**src/rtl/txn_tag_port.sv**
```systemverilog
module txn_tag_port #(
  parameter int TAGS = 4,
  parameter int AW = 16,
  parameter int DW = 32,
  localparam int TW = (TAGS > 1) ? $clog2(TAGS) : 1
) (
  input  logic               clk,
  input  logic               rst_n,
  input  logic [AW-1:0]      req_addr,
  input  logic               req_we,
  input  logic               req_stb,
  output logic               ack,
  output logic [TW-1:0]      issue_tag,
  output logic [TAGS-1:0]    pend_valid,
  output logic [TAGS*AW-1:0] pend_addr,
  output logic [TAGS-1:0]    pend_we,
  input  logic               sched_call,
  input  logic [TW-1:0]      sched_tag,
  input  logic [DW-1:0]      core_rdata,
  output logic               call_stb,
  output logic [TW-1:0]      call_tag,
  output logic [DW-1:0]      rdata
);
  logic [TAGS-1:0] valid_q, we_q, call_mask, free;
  logic [AW-1:0]   addr_q [TAGS];
  logic            take;

  assign call_stb  = sched_call & valid_q[sched_tag];
  assign call_tag  = sched_tag;
  assign call_mask = call_stb ? (TAGS'(1) << sched_tag) : '0;
  assign free      = ~valid_q | call_mask;
  assign ack       = |free;
  assign take      = ack & req_stb;

  always_comb begin
    issue_tag = '0;
    for (int i = TAGS - 1; i >= 0; i--)
      if (free[i]) issue_tag = TW'(i);
  end

  always_ff @(posedge clk) begin
    if (!rst_n) begin
      valid_q <= '0;
      we_q    <= '0;
      rdata   <= '0;
    end else begin
      if (call_stb) begin
        valid_q[sched_tag] <= 1'b0;
        if (!we_q[sched_tag]) rdata <= core_rdata;
      end
      if (take) begin
        valid_q[issue_tag] <= 1'b1;
        we_q[issue_tag]    <= req_we;
      end
    end
  end

  for (genvar g = 0; g < TAGS; g++) begin : g_slot
    always_ff @(posedge clk)
      if (!rst_n) addr_q[g] <= '0;
      else if (take && issue_tag == TW'(g)) addr_q[g] <= req_addr;
    assign pend_addr[g*AW +: AW] = addr_q[g];
  end

  assign pend_valid = valid_q;
  assign pend_we    = we_q;
endmodule

```
**config.mk**
```make
export PLATFORM = sky130hd
export DESIGN_NAME = txn_tag_port
export DESIGN_NICKNAME = d
export VERILOG_FILES = /design/src/rtl/txn_tag_port.sv
export SDC_FILE = /design/constraint.sdc
export NUM_CORES = 1
export LEC_CHECK = 0
export BUFFER_PORTS_ARGS = -buffer_cell sky130_fd_sc_hd__buf_2
export CAP_MARGIN = 30
export CORE_ASPECT_RATIO = 1.75
export CORE_MARGIN = 2
export CORE_UTILIZATION = 45
export CTS_BUF_LIST = sky130_fd_sc_hd__clkbuf_4 sky130_fd_sc_hd__clkbuf_8
export DETAILED_ROUTE_END_ITERATION = 10
export HOLD_SLACK_MARGIN = 0.06
export PLACE_DENSITY = 0.86
export SYNTH_ARGS = -nofsm -noshare
export SYNTH_HDL_FRONTEND = slang
export SYNTH_SLANG_ARGS = --single-unit
```
**constraint.sdc**
```tcl
create_clock -name clk -period 2.5 [get_ports clk]
set_input_delay 0.375 -clock clk [delete_from_list [all_inputs] [get_ports clk]]
set_output_delay 0.375 -clock clk [all_outputs]
set_load 0.05 [all_outputs]
```
# --- After elaboration in Yosys (flattened, before gate mapping) ---
# Memories as Yosys holds them, arrays and structs flattened.
# Cells that the tools add are included.
totals:
  ff_bits: 40
  ram_bits: 64
  input_bits: 55
  out_inout_bits: 110
  elab_cells: 67
  mem_count: 1
op_classes:
  n_lt_le_gt_ge: 4
  n_eq_ne: 3
  shift: 1
  mux: 34
  bitwise: 12
  reduce_logical: 9
memory_table:
  columns: ["memory", "depth", "word_bits", "read_ports", "rd_clocked_by_memory_dff", "wr", "line", "text"]
  rows:
  - ["addr_q", 4, 16, 4, 0, 4, "25", "logic [AW-1:0] addr_q [TAGS];"]
op_table:
  columns: ["operator", "count"]
  rows:
  - ["two-way mux 16 bit", 4]
  - ["two-way mux 1 bit", 17]
  - ["two-way mux 4 bit", 4]
  - ["two-way mux 2 bit", 4]
  - ["inverter 4 bit", 2]
  - ["OR 4 bit", 2]
  - ["logical AND 1 bit", 6]
  - ["less-than comparator 2 x 3 -> 1 bit, second input constant", 2]
  - ["AND 4 bit", 1]
  - ["binary-select mux 1 bit (select 2 bit)", 2]
  - ["bitwise mux 4 bit", 1]
  - ["demux 1 bit (select 2 bit)", 2]
  - ["== test 2 bit, second input constant", 2]
  - [">= comparator 2 x 1 -> 1 bit, second input constant", 2]
  - ["OR 1 bit", 4]
  - ["OR reduction 4 bit", 1]
  - ["left shift 1 x 2 -> 4 bit, first input constant", 1]
  - ["AND 1 bit", 2]
  - ["== test 2 x 1 -> 1 bit, second input constant", 1]
  - ["zero test 2 bit", 1]
  - ["AND reduction 2 bit", 1]
  - ["inverter 1 bit", 1]

# --- Depth between registers and ports, before layout ---
# Gate-level depths: netlist of run 1.
logic_depth:
  depth_word: 15
  mapped_depth: 6
  ltp_nobuf: 4

# --- Worst setup path after synthesis of run 1 ---
# OpenSTA, ideal clock, no wires.
synth_path:
  kind: "reg-to-reg"
  start: "reg valid_q[0], in the netlist pend_valid[0]"
  end: "mem addr_q[2][0], in the netlist addr_q[1][0] (enable)"
  setup_time_ps: 411
  arrival_time_ps: 2293
  t_required_ps: 2089
  setup_slack_ps: -205
  path_stages_with_launch: 3
  path_buffers: 0
  synth_period_minus_slack_ps: 2705
  path_cell_list: "dfxtp_1 > nand4_1 > o21ai_0"
synth_lines:
  columns: ["item", "line", "text"]
  rows:
  - ["from (decl)", "24", "logic [TAGS-1:0] valid_q, we_q, call_mask, free;"]
  - ["from (signal assigned)", "43", "valid_q <= '0;"]
  - ["from (signal, indexed assignment)", "48", "valid_q[sched_tag] <= 1'b0;"]
  - ["from (signal, indexed assignment)", "52", "valid_q[issue_tag] <= 1'b1;"]
  - ["to (decl)", "25", null]

# --- Worst setup path after layout of run 1 ---
layout_path:
  start: "reg valid_q[1], in the netlist pend_valid[1]"
  end: "out call_stb"
layout_via:
  elab_chain_cells: 3
layout_lines:
  columns: ["item", "line", "text"]
  rows:
  - ["binary-select mux 1 bit (select 2 bit)", "28", "assign call_stb = sched_call & valid_q[sched_tag];"]
  - ["two-way mux 1 bit (implied by the code)", "28", null]
  - ["AND 1 bit", "28", null]
  - ["to (decl)", "20", "output logic call_stb,"]
# No other way between the ends. The select of a mux whose other input is x is not followed.

==> results.toml, run 1 <==
[routing]
routedWlPerCell_um = 14.82
route.final.wire_length_um = 9294
drtPass1Iterations = 4
final_antenna_net_count = 0
viasPerCell = 4.887
initialDrtViolationCount = 144
final_routed_drc_violation_total = 0
detailroute.via_count = 3064

[timing]
maxSlewHeadroom = 0.4096
fin_ws_ps = 505.2
tightest_slew_ps = 882.3
period_share = 0.7979
setup_violations = 0
timing.fmax_mhz = 501.3
worst_clock_skew_ps = 9.996
rsz0062_at_grt = "no"
total_count_of_max_transition_violations_in_the_final_report = 0
final-hold-violation-count = 0
min_period_ps = 1995

[placed_design]
placer_s_final_routability_congestion_estimate = 0.8449
buffer_ports.inserted = 164
pre_cts_slack_ps = 423.7
placedCellCount = 611
place.detailed.hpwl_um = 6958

[synth]
syn-num-nets = 395
synth_seq_cells = 104
synthDistinctLibCells = 37
asyncSetResetFlopFracSynth = 0
yosysWarningCount = 0
edff_count_synth = 64
synthesis.instances = 340
avgSynthCellArea_sq_um = 12.39
cell_area_after_technology_mapping_sq_um = 4213
ys_dominant_reg_cell = "edfxtp_1"
synth.yosys.seq_area_share = 0.6463

[power]
total_power_mw = 3.528
vdd.ir_drop.worst_uv = 296.4
leakage_nw = 2.392
p_per_area_nw_per_um2 = 665.6

[setup_path]
cell_by_cell_listing_of_the_critical_path = "mux2i_1, o22a_1, inv_1, buf_2"
critPathBufInv = 2
path_class = "flop to output port"
required_worst_endpoint_ps = 2120
cp_max_fo = 8
worst_ep_arrival_time_ps = 1620
critPathTopFamily = "flip-flops"
crit_path_top_delay_cell = "dfxtp_1"
critPathMaxStageDelay_ps = 490
worst_setup_path_end_kind = "output port"
critPathLaunchType = "flop"

[floorplanning]
rows = 46
die-area_sq_um = 10180
die_h_um = 132.0
core_area_sq_um = 9094
die_width_um = 77.14
floorplan.io_pins = 165
floorplan.initialDensity = 0.4633

[clock_network]
cts.root.buffer_cell = "clkbuf_8"
cts_tree = "yes"
cts_hold_buf = 0
buffer_levels_on_the_longest_clock_path = 2
cts.htree.levels = 3
clk_pin_slew_ps = 100
clkSinkCount = 104
cts_made_buffers = 9
clock_latency_ps = 370
number_of_gates_resized_after_cts = 0
cts_post_setup_buffers_inserted = 0

[global_routing]
gr-usage-all-layers = 0.1852
grt_pass1_vias = 3068
grt_pass1_wl_um = 14790
globalRouteOverflowTotal = 0
largest_net_degree_at_the_start_of_global_routing = 65
grt_antenna_before_repair = 0

[min_path]
holdCritPathClass = "input pin to flop"

[run]
cap_viol_max_count = 0

[final_layout]
area_growth_syn_to_layout_pct = 25.81
antenna_cells_inserted = 0
most_common_library_cell_in_the_layout_ignoring_fill_and_taps = "buf_2"
final_util = 0.5828
layout.nets = 557
post_route_cells_drive_above_1_share = 0.3886
stdcell_count = 627
final_cell_mix = "buf_2, nand2_1, and2_1, edfxtp_1, dfxtp_1"

[outcome]
outcome = "complete, no violations"
-- registers in the layout, indices dropped and copies added (netlist names) --
signal      count
pend_we         4
pend_valid      4
rdata          32
addr_q         64
-- synthesized netlist by cell type, types with 3 or more instances --
cell / number / area (sq um)
nor2_1: 5 / 18.77
buf_12: 3 / 60.06
nand2_1: 75 / 281.5
buf_4: 3 / 22.52
clkbuf_1: 9 / 33.78
buf_2: 4 / 20.02
dfxtp_1: 40 / 800.8
o21ai_0: 4 / 20.02
mux2i_1: 36 / 360.4
edfxtp_1: 64 / 1922
inv_1: 4 / 15.01
and2_1: 64 / 400.4
-- area by class of cell --
cell class / count / area [sq um]
inverters: 4 / 15.01
well taps: 120 / 150.1
clock buffers: 10 / 137.6
clock inverters: 6 / 66.31
fillers: 775 / 3794
multi-input cells: 213 / 1343
repair buffers: 170 / 865.8
flip-flops and latches: 104 / 2723
-- metrics by stage --
stage | hold WS (ps) | instance area, sq um | setup TNS, ps
after floorplan | 499.1 | 4213 | -6551
after global placement | 439.4 | 5096 | 0
after detailed placement | 446.1 | 5096 | 0
after CTS | 214.5 | 5300 | 0
after global routing | 213.3 | 5300 | 0
final | 236.9 | 5300 | 0
-- cells by family (layout without fill, tap and decap cells) --
logic type             count (synthesis)  in the layout  synth area share
and+or+nand+nor                      158            158            0.1981
DFF                                  104            104            0.6463
muxes                                 37             37           0.09088
AOI/OAI and AO/OA                     18             18           0.02881
buffers and inverters                 23            190           0.03594
-- where the power goes --
part / switching (mW) / internal, mW
combinational: 0.419 / 0.129
sequential: 0.0288 / 1.89
clock: 0.564 / 0.496
total: 1.01 / 2.52
-- worst min-delay path: cells and delay by family --
family        cells  cell delay (ps)
buf+inv           1              100
mux               1               50
simple gates      1               40
-- path summary, 6_finish.rpt --
path	start	end	slack, ps	cells after the start
max	pend_valid[1]	call_stb	510	4
max reg2reg	pend_valid[1]	rdata[3]	620	4
min reg2reg	rdata[28]	rdata[28]	460	2
min	core_rdata[31]	rdata[31]	240	3
-- metal layers --
layer | vias to the layer above | track usage | routed length (um)
met1 | 1410 | 0.1890 | 3307
met3 | 26 | 0.05137 | 680
met5 | - | 0 | 0
met2 | 158 | 0.3372 | 5035
met4 | 0 | 0.09524 | 271
li1 | 1470 | - | -
Note: power is estimated with default switching activity, not from simulation.
==> run 2: changes to the inputs <==
CORE_UTILIZATION = 50   (was 45)
PLACE_DENSITY = 0.9   (was 0.86)
clock period = 1.9 ns   (was 2.5 ns; I/O delays follow)
==> results.toml, run 2 (same netlist as run 1, synthesis figures left out) <==
[outcome]
outcome = "complete, no violations"

[setup_path]
required_worst_endpoint_ps = 1620
worst_ep_arrival_time_ps = 1490
path_class = "flop to output port"
cp_max_fo = 5
cell_by_cell_listing_of_the_critical_path = "a21oi_1, o21ai_2, a31oi_2, clkbuf_4"
critPathMaxStageDelay_ps = 360
critPathLaunchType = "flop"
crit_path_top_delay_cell = "dfxtp_1"
worst_setup_path_end_kind = "output port"

[global_routing]
grt_antenna_before_repair = 0
grt_pass1_vias = 3139
gr-usage-all-layers = 0.2009
largest_net_degree_at_the_start_of_global_routing = 47
grt_pass1_wl_um = 14310
globalRouteOverflowTotal = 0

[clock_network]
cts.htree.levels = 3
clkSinkCount = 104
cts_tree = "yes"
buffer_levels_on_the_longest_clock_path = 2
clk_pin_slew_ps = 100
cts.root.buffer_cell = "clkbuf_8"
clock_latency_ps = 370
cts_made_buffers = 9

[timing]
timing.fmax_mhz = 562.2
worst_clock_skew_ps = 14.67
rsz0062_at_grt = "no"
final-hold-violation-count = 0
fin_ws_ps = 121.2
min_period_ps = 1779
hold-worst-slack_ps = 156.2
total_count_of_max_transition_violations_in_the_final_report = 0
setup_violations = 0
period_share = 0.9362
maxSlewHeadroom = 0.3547
tightest_slew_ps = 964.4

[final_layout]
fillCellCount = 625
most_common_library_cell_in_the_layout_ignoring_fill_and_taps = "buf_2"
post_route_cells_drive_above_1_share = 0.4027
area_growth_syn_to_layout_pct = 27.80
largest_register_ffs = 64
top_regs = "addr_q x64, rdata x32"
layout.nets = 564
final_cell_mix = "buf_2, nand2_1, and2_1, edfxtp_1, dfxtp_1"
antenna_cells_inserted = 0
top_register = "addr_q"

[power]
leakage_nw = 2.439
total_power_mw = 4.646
vdd.ir_drop.worst_uv = 448.3
p_per_area_nw_per_um2 = 863.0

[floorplanning]
die-area_sq_um = 9204
die_h_um = 125.4
floorplan.initialDensity = 0.5102
die_width_um = 73.39
core_area_sq_um = 8258
rows = 44
floorplan.io_pins = 165

[routing]
detailroute.via_count = 3107
drtPass1Iterations = 4
viasPerCell = 5.127
initialDrtViolationCount = 217
final_antenna_net_count = 0
final_routed_drc_violation_total = 0
route.final.wire_length_um = 9084
routedWlPerCell_um = 14.99

[placed_design]
buffer_ports.inserted = 164
place.detailed.hpwl_um = 6756
placer_s_final_routability_congestion_estimate = 0.7915
pre_cts_slack_ps = -22.54

[min_path]
holdCritPathClass = "input pin to flop"

[run]
cap_viol_max_count = 0
## run 2: changes by cell type in the layout (fill, tap and decap cells not counted), moves of 2 or more
cell      change
buf_4         +3
clkbuf_4      +2
dfxtp_1       -2
dfxtp_2       +2
buf_12        +4
## run 2: power breakdown
| part | internal (mW) | switching (mW) | leakage, nW |
|---|---|---|---|
| registers | 2.49 | 0.0353 | 0.995 |
| clock network | 0.632 | 0.744 | 0.0996 |
| logic | 0.189 | 0.558 | 1.34 |
| total | 3.31 | 1.34 | 2.44 |
## run 2: layout make-up
type | instances | area, sq um | share of cell area
Timing Repair Buffer | 177 | 970.9 | 0.1803
Clock buffer | 10 | 131.4 | 0.02440
Multi-Input combinational cell | 213 | 1360 | 0.2526
Inverter | 4 | 15.01 | 0.002789
Tap cell | 92 | 115.1 | 0.02138
Clock inverter | 6 | 66.31 | 0.01232
Sequential cell | 104 | 2725 | 0.5062
## run 2: stage by stage
stage | cells | utilization | TNS (ps) | cell area (sq um)
after floorplan | 340 | - | 0 | 4237
after global placement | 588 | 0.6259 | 0 | 5169
after detailed placement | 588 | 0.6259 | -79.10 | 5169
after CTS | 604 | 0.6498 | 0 | 5366
after global routing | 606 | 0.6520 | 0 | 5384
final | 606 | 0.6520 | 0 | 5384
## run 2: path summary, 6_finish.rpt
path / from / endpoint / slack, ps / cells after the start
hold reg to reg: rdata[29] / rdata[29] / 460 / 2
setup reg to reg: pend_valid[0] / addr_q[0][13] / 200 / 4
hold / removal: core_rdata[24] / rdata[24] / 160 / 3
setup / recovery: pend_valid[3] / issue_tag[0] / 120 / 4
## run 2: per-layer routing
metal	global-route usage	wire [um]	vias to the layer above
met5	0	0	-
met4	0.08770	219	0
met3	0.06124	763	23
met2	0.3582	4784	165
met1	0.2099	3315	1435
li1	-	-	1484
## run 2: timing repair
item	in CTS	in global routing
resized for setup	0	1
endpoints found under the setup margin	0	1
setup buffers	0	2
hold buffers	0	0
## run 2: critical path, delay by kind of cell, from the launching register on
family          cells  cell delay [ps]
compound gates      3              510
flops               1              360
buf+inv             1              260
==> run 3: changes to the inputs <==
==> constraint.sdc (replaced) <==
create_clock -name clk -period 1.9 [get_ports clk]
set_input_delay 0.095 -clock clk [delete_from_list [all_inputs] [get_ports clk]]
set_output_delay 0.095 -clock clk [all_outputs]
set_load 0.05 [all_outputs]
==> results.toml, run 3 (same netlist as run 1, synthesis figures left out) <==
[setup_path]
reg2reg_slack_ps = 180
worst_ep_arrival_time_ps = 1940
worst_r2r_startpoint = "pend_valid[0]"
path_class = "flop to flop"
cp_max_fo = 16
critPathLaunchType = "flop"
rr_endpoint = "addr_q[1][11]"
worst_r2r_path_depth = 3
required_worst_endpoint_ps = 2130
worst_setup_path_end_kind = "flop"

[timing]
rsz0062_at_grt = "no"
total_count_of_max_transition_violations_in_the_final_report = 0
worst_clock_skew_ps = 6.004
period_share = 0.9027
maxSlewHeadroom = 0.4400
tightest_slew_ps = 835.4
final.setup.tns_ps = 0
final-hold-violation-count = 0
setup_violations = 0
hold-worst-slack_ps = 83.77
timing.fmax_mhz = 583.1
min_period_ps = 1715

[floorplanning]
core_area_sq_um = 8258
floorplan.io_pins = 165
rows = 44
die_h_um = 125.4
die-area_sq_um = 9204
die_width_um = 73.39
floorplan.initialDensity = 0.5102

[clock_network]
cts.htree.levels = 3
clk_pin_slew_ps = 100
clock_latency_ps = 360
buffer_levels_on_the_longest_clock_path = 2
cts_post_setup_buffers_inserted = 0
clkSinkCount = 104
cts_made_buffers = 9
cts.root.buffer_cell = "clkbuf_8"
cts_tree = "yes"

[min_path]
hold-path-endpoint = "addr_q[1][19]"
holdCritPathClass = "input pin to flop"
whs_path_depth = 2
worstHoldStart = "req_addr[3]"

[placed_design]
dpl_cell_area_sq_um = 5102
place.detailed.hpwl_um = 6640
placedCellCount = 584
buffer_ports.inserted = 164
placer_s_final_routability_congestion_estimate = 0.8089

[final_layout]
final_util = 0.7027
design_area_sq_um = 5803
layout.nets = 607
antenna_cells_inserted = 0
top_register = "addr_q"
post_route_cells_drive_above_1_share = 0.3609
stdcell_count = 649
final_cell_mix = "buf_2, nand2_1, and2_1, edfxtp_1, dlygate4sd3_1"
largest_register_ffs = 64
top_regs = "addr_q x64, rdata x32"
area_growth_syn_to_layout_pct = 37.75
most_common_library_cell_in_the_layout_ignoring_fill_and_taps = "buf_2"

[routing]
viasPerCell = 5.106
final_routed_drc_violation_total = 0
drt-met1-wl_um = 3749
routedWlPerCell_um = 15.55
initialDrtViolationCount = 236
detailroute.via_count = 3314
final_antenna_net_count = 0
wl_met3_um = 767
wl_met2_um = 5415
routed.top_layer = "met4"
drtPass1Iterations = 4
route.final.wire_length_um = 10100

[run]
cap_viol_max_count = 0

[global_routing]
grt_pass1_wl_um = 15800
grt_antenna_before_repair = 0
gr-usage-all-layers = 0.2215
globalRouteOverflowTotal = 0
grt_pass1_vias = 3372
largest_net_degree_at_the_start_of_global_routing = 63

[power]
vdd.ir_drop.worst_uv = 493.2
leakage_nw = 2.605
p_per_area_nw_per_um2 = 820.3

[outcome]
outcome = "complete, no violations"
[run 3: what timing repair did]
action	CTS	global route
endpoints found under the hold margin	93	0
hold buffers	49	0
setup endpoints to repair	0	0
resized for setup	0	0
[run 3: critical path, stage by stage, from the launching register on]
cell and delay (ps):
dfxtp_2 420, nand3_2 170, nor3_2 730, and2_1 260
[run 3: area by class of cell]
type | count | area [sq um]
Sequential cell | 104 | 2725
Fill cell | 531 | 2455
Timing Repair Buffer | 220 | 1376
Multi-Input combinational cell | 213 | 1361
Clock buffer | 9 | 123.9
Tap cell | 92 | 115.1
Clock inverter | 7 | 86.33
Inverter | 4 | 15.01
[run 3: how the worst max path moves through the flow]
stage                        startpoint       endpoint  slack (ps)  depth (start not counted)
after floorplan           pend_valid[2]   issue_tag[0]          20                          2
after global placement     sched_tag[0]   addr_q[1][2]         200                          5
after detailed placement   sched_tag[1]  addr_q[1][14]         130                          5
after CTS                 pend_valid[3]   issue_tag[0]         180                          4
after global routing      pend_valid[0]  addr_q[1][11]          40                          3
final                     pend_valid[0]  addr_q[1][11]         180                          3
[run 3: report_power, final]
part	total [mW]	internal, mW	switching [mW]
sequential	2.53	2.49	0.0370
clock	1.42	0.637	0.784
combinational	0.814	0.241	0.573
total	4.76	3.37	1.39
[run 3: stage by stage]
| step | power, mW | setup WS [ps] |
|---|---|---|
| after floorplan | 3.103 | 19.34 |
| after global placement | 3.287 | 203.6 |
| after detailed placement | 3.307 | 129.4 |
| after CTS | 4.783 | 183.1 |
| after global routing | 4.913 | 36.61 |
| final | 4.760 | 184.9 |
[run 3: routing by layer]
metal / global-route usage / up-vias
met5: 0 / -
met4: 0.08342 / 0
met3: 0.06769 / 15
met2: 0.3948 / 171
met1: 0.2379 / 1554
li1: - / 1574
